===== config.mk =====
export PLATFORM = sky130hd
export DESIGN_NAME = dma_bus_arbiter
export DESIGN_NICKNAME = d
export VERILOG_FILES = /design/src/rtl/arb_pkg.sv /design/src/rtl/arb_weight_ctr.sv /design/src/rtl/arb_decide.sv /design/src/rtl/arb_owner_reg.sv /design/src/rtl/dma_bus_arbiter.sv
export SDC_FILE = /design/constraint.sdc
export NUM_CORES = 1
export LEC_CHECK = 0
export BUFFER_PORTS_ARGS = -buffer_cell sky130_fd_sc_hd__buf_4
export CORE_AREA = 2 2 39 41
export CTS_CLUSTER_SIZE = 14
export DETAILED_ROUTE_END_ITERATION = 10
export DIE_AREA = 0 0 41 43
export SYNTH_ARGS = -nofsm -noshare
export SYNTH_HDL_FRONTEND = slang
export SYNTH_SLANG_ARGS = --single-unit

===== constraint.sdc =====
create_clock -name clk -period 1.54 [get_ports clk]
set_input_delay 0.231 -clock clk [delete_from_list [all_inputs] [get_ports clk]]
set_output_delay 0.231 -clock clk [all_outputs]
set_load 0.005 [all_outputs]

===== src/rtl/arb_pkg.sv =====
package arb_pkg;

  typedef enum logic [1:0] {
    OWN_NONE = 2'b00,
    OWN_TX   = 2'b01,
    OWN_RX   = 2'b10
  } owner_e;

  // Limit of consecutive favoured grants for a ratio code.
  function automatic int unsigned ratio_limit(input int unsigned code);
    return code + 1;
  endfunction

  // Weighted contest: transmit wins once the count has reached the limit.
  function automatic logic weighted_tx_wins(input int unsigned count,
                                            input int unsigned limit);
    return count >= limit;
  endfunction

endpackage


===== src/rtl/arb_weight_ctr.sv =====
module arb_weight_ctr #(
  parameter int RATIO_W = 2,
  localparam int CNT_W = RATIO_W + 1
) (
  input  logic               clk,
  input  logic               rst_n,
  input  logic [RATIO_W-1:0] ratio,
  input  logic               step,
  output logic [CNT_W-1:0]   count,
  output logic               force_tx
);
  import arb_pkg::*;

  logic [CNT_W-1:0] count_q;

  always_comb begin
    force_tx = weighted_tx_wins(int'(count_q), ratio_limit(int'(ratio)));
  end

  always_ff @(posedge clk or negedge rst_n) begin
    if (!rst_n) begin
      count_q <= '0;
    end else if (step) begin
      if (force_tx) count_q <= '0;
      else          count_q <= count_q + 1'b1;
    end
  end

  assign count = count_q;
endmodule


===== src/rtl/arb_decide.sv =====
module arb_decide (
  input  logic            arb_point,
  input  logic            tx_req,
  input  logic            rx_req,
  input  logic            cfg_fixed,
  input  logic            cfg_tx_first,
  input  logic            force_tx,
  output arb_pkg::owner_e pick,
  output logic            contend,
  output logic            weighted_step
);
  import arb_pkg::*;

  always_comb begin
    contend       = tx_req && rx_req;
    weighted_step = arb_point && contend && !cfg_fixed;
    pick          = OWN_NONE;
    if (arb_point) begin
      if (contend) begin
        if (cfg_fixed) pick = cfg_tx_first ? OWN_TX : OWN_RX;
        else           pick = force_tx ? OWN_TX : OWN_RX;
      end else if (tx_req) begin
        pick = OWN_TX;
      end else if (rx_req) begin
        pick = OWN_RX;
      end
    end
  end
endmodule


===== src/rtl/arb_owner_reg.sv =====
module arb_owner_reg (
  input  logic            clk,
  input  logic            rst_n,
  input  arb_pkg::owner_e pick,
  input  logic            tx_done,
  input  logic            rx_done,
  output arb_pkg::owner_e owner,
  output logic            arb_point
);
  import arb_pkg::*;

  owner_e owner_q, owner_d;

  always_comb begin
    owner_d = owner_q;
    case (owner_q)
      OWN_NONE: owner_d = pick;
      OWN_TX:   if (tx_done) owner_d = OWN_NONE;
      OWN_RX:   if (rx_done) owner_d = OWN_NONE;
      default:  owner_d = OWN_NONE;
    endcase
  end

  always_ff @(posedge clk or negedge rst_n) begin
    if (!rst_n) owner_q <= OWN_NONE;
    else        owner_q <= owner_d;
  end

  assign owner     = owner_q;
  assign arb_point = (owner_q == OWN_NONE);
endmodule


===== src/rtl/dma_bus_arbiter.sv =====
module dma_bus_arbiter #(
  parameter int RATIO_W = 2
) (
  input  logic               clk,
  input  logic               rst_n,
  input  logic               tx_req,
  input  logic               rx_req,
  input  logic               tx_done,
  input  logic               rx_done,
  input  logic               cfg_fixed,
  input  logic               cfg_tx_first,
  input  logic [RATIO_W-1:0] cfg_ratio,
  output logic               tx_gnt,
  output logic               rx_gnt
);
  import arb_pkg::*;
  localparam int CNT_W = RATIO_W + 1;

  // Named internal events, visible to the bound checker.
  logic             arb_point;
  logic             contend;
  logic             weighted_step;
  logic             force_tx;
  logic [CNT_W-1:0] weight_cnt;
  owner_e           pick;
  owner_e           owner;

  arb_weight_ctr #(.RATIO_W(RATIO_W)) u_weight (
    .clk      (clk),
    .rst_n    (rst_n),
    .ratio    (cfg_ratio),
    .step     (weighted_step),
    .count    (weight_cnt),
    .force_tx (force_tx)
  );

  arb_decide u_decide (
    .arb_point     (arb_point),
    .tx_req        (tx_req),
    .rx_req        (rx_req),
    .cfg_fixed     (cfg_fixed),
    .cfg_tx_first  (cfg_tx_first),
    .force_tx      (force_tx),
    .pick          (pick),
    .contend       (contend),
    .weighted_step (weighted_step)
  );

  arb_owner_reg u_owner (
    .clk       (clk),
    .rst_n     (rst_n),
    .pick      (pick),
    .tx_done   (tx_done),
    .rx_done   (rx_done),
    .owner     (owner),
    .arb_point (arb_point)
  );

  assign tx_gnt = (owner == OWN_TX);
  assign rx_gnt = (owner == OWN_RX);
endmodule


==> results.sh <==
export IMPL_status="finished, violations left"
export IMPL_violations="setup timing"
export IMPL_place_area_um2=553
export IMPL_finalHoldWorstSlack_ps=242
export IMPL_cts_sinks=5
export IMPL_viasPerCell=4.61
export IMPL_synth_area_leader_cell="dfrtp_1"
export IMPL_core_um2=1380
export IMPL_grt_pass1_vias=365
export IMPL_grt_pass1_wl_um=1430
export IMPL_grt_max_degree=8
export IMPL_ios=12
export IMPL_syn_to_final_growth_pct=46.3
export IMPL_grt_ovfl_total=0
export IMPL_worstPathMaxFanout=2
export IMPL_dr_pass1_iters=2
export IMPL_port_buffers=11
export IMPL_yosys_register_bits=5
export IMPL_skew_ps=6.67
export IMPL_drive_gt1_frac=0.410
export IMPL_relSlewSlack=0.772
export IMPL_ant_nets=0
export IMPL_finalCriticalPeriod_ps=1550
export IMPL_tns_ps=-8.87
export IMPL_min_from="rx_done"
export IMPL_post_cts_buffers=0
export IMPL_worst_path_buf_inv=1
export IMPL_setup_violations=1
export IMPL_syn_nets=57
export IMPL_tritoncts="built"
export IMPL_hold_viol=0
export IMPL_path_cells="inv_1 > ha_1 > nand2b_4 > a2111oi_4 > nor4_2 > o31a_1"
export IMPL_place_congestion=0.666
export IMPL_final_common_cell="buf_4"
export IMPL_die_w_um=41
export IMPL_critPathCaptureType="flip-flop"
export IMPL_cpLargestDelayFamily="compound AO/OA/AOI/OAI gates"
export IMPL_drcViolationCount=0
export IMPL_cts_max_level=1
export IMPL_rows=14
export IMPL_synthCells=42
export IMPL_vias=355
export IMPL_postSynthAreaPerCell_um2=9.59
export IMPL_drt_wl_total_um=807
export IMPL_power_mw=0.871
export IMPL_r2r_start="u_weight.count[0]$_DFFE_PN0P_"
export IMPL_fin_util=0.426
export IMPL_synthTopCellsByArea="dfrtp_1 (31%), ha_1 (16%), a2111oi_4 (6.8%), nor2b_1 (6.2%), inv_1 (5.6%)"
export IMPL_critPathArrivalTime_ps=1670
export IMPL_ys_seq_area_frac=0.311
export IMPL_crit_required_ps=1660
export IMPL_cts_resized=0
export IMPL_cts_buffer_depth=2
export IMPL_nets=77
export IMPL_max_stage_delay_ps=350
export IMPL_start_util=0.291
export IMPL_yosysWarnings=0
export IMPL_min_period_over_period=1.01
export IMPL_hpwl_um=679
export IMPL_cp_start_kind="flip-flop"
export IMPL_diodes=0
export IMPL_layout_common_cells="buf_4 (14), nand2_1 (6), inv_1 (5), dfrtp_1 (5), nor2b_1 (4)"
export IMPL_power_density_nw_per_um2=1480
export IMPL_root_buffer="clkbuf_4"
export IMPL_first_iter_violations=2
export IMPL_worstMarginPinSlew_ps=339
export IMPL_stdcell_area_um2=589
export IMPL_crit_type="reg -> reg"
export IMPL_startpoint="u_weight.count[0]$_DFFE_PN0P_"
export IMPL_ys_types=20
export IMPL_wl_per_cell_um=10.5
export IMPL_track_usage=0.125
export IMPL_synth_area_um2=403
export IMPL_grt_setup_unrepaired="yes"
export IMPL_worstSkewPairLatency_ps=240
export IMPL_antenna_found_initial=0
export IMPL_max_freq_ghz=0.646
export IMPL_hold_class="in -> reg"
export IMPL_die_area_um2=1760
export IMPL_fin_ws_ps=-8.87
export IMPL_cts_buffers=3
export IMPL_clk_pin_slew_worst_paths_ps=50
export IMPL_p_leak_nw=0.273
export IMPL_ir_drop_uv=597
export IMPL_die_height_um=43
export IMPL_cp_slowest_cell="dfrtp_1"
export IMPL_drv_cap=0
export IMPL_slew_violations=0
export IMPL_netlist_area_leader_share=0.311
[cells by family after synthesis]
group,Yosys count,share of synthesized area
fa+ha+maj,5,0.155
flops,5,0.311
compound gates,8,0.193
buf+inv,6,0.0559
simple gates,18,0.286
[cell type report]
| cell class | count | area (µm²) |
|---|---|---|
| Timing Repair Buffer | 15 | 115 |
| Inverter | 6 | 22.5 |
| Tap cell | 16 | 20.0 |
| Sequential cell | 5 | 125 |
| Fill cell | 151 | 795 |
| Multi-Input combinational cell | 31 | 280 |
| Clock buffer | 4 | 26.3 |
[synthesized netlist by cell type (all sizes together)]
cell type and n:
o311ai 1, a21o 1, or3b 1, nand2 6, o31a 1, dfrtp 5
o2bb2ai 1, a2111oi 1, nand2b 1, o21ai 1, a31oi 1, nor2b 4
nand3 2, inv 6, nor4 2, or4 1, a21oi 1, nor3 1
ha 5
[path summary, 6_finish.rpt]
path	to	slack, ps	cells past startpoint
setup / recovery	u_owner.owner[0]$_DFFE_PN0P_	-9	6
hold / removal	u_owner.owner[1]$_DFFE_PN0P_	240	3
setup reg to reg	u_owner.owner[0]$_DFFE_PN0P_	-9	6
hold reg to reg	u_weight.count[1]$_DFFE_PN0P_	570	2
max in group asynchronous	u_owner.owner[0]$_DFFE_PN0P_	1100	2
min in group asynchronous	u_weight.count[2]$_DFFE_PN0P_	330	2
[registers in the layout, summed over array words and instances (netlist names)]
| name | cells |
|---|---|
| u_owner.owner | 2 |
| u_weight.count | 3 |
[power by group]
group          switching (mW)  internal, mW
registers              0.0748         0.193
logic                   0.188         0.263
clock network          0.0557        0.0981
[through the flow]
step                      std cells  worst slack [ps]
after floorplan                  42              12.9
after global placement           72              -109
after detailed placement         72              -135
after CTS                        77             -30.3
after global routing             77             -97.0
final                            77             -8.87
[timing repair]
action                                  4_1_cts  5_1_grt
hold endpoints to repair                      5        0
endpoints found under the setup margin        1        3
pin swaps                                     1        0
hold buffers                                  1        0
[routing by layer]
metal,global-route usage,share of wire,vias up
met5,0,0,-
met4,0.0200,0,0
met3,0.0942,0.092,0
met2,0.163,0.44,16
met1,0.166,0.47,151
li1,-,-,188
[worst register-to-register path, stage by stage (launching register included)]
cell       delay, ps
dfrtp_1          350
inv_1             50
ha_1             260
nand2b_4         150
a2111oi_4        300
nor4_2            80
o31a_1           240
No activity file was read; power rests on OpenSTA's default activity.
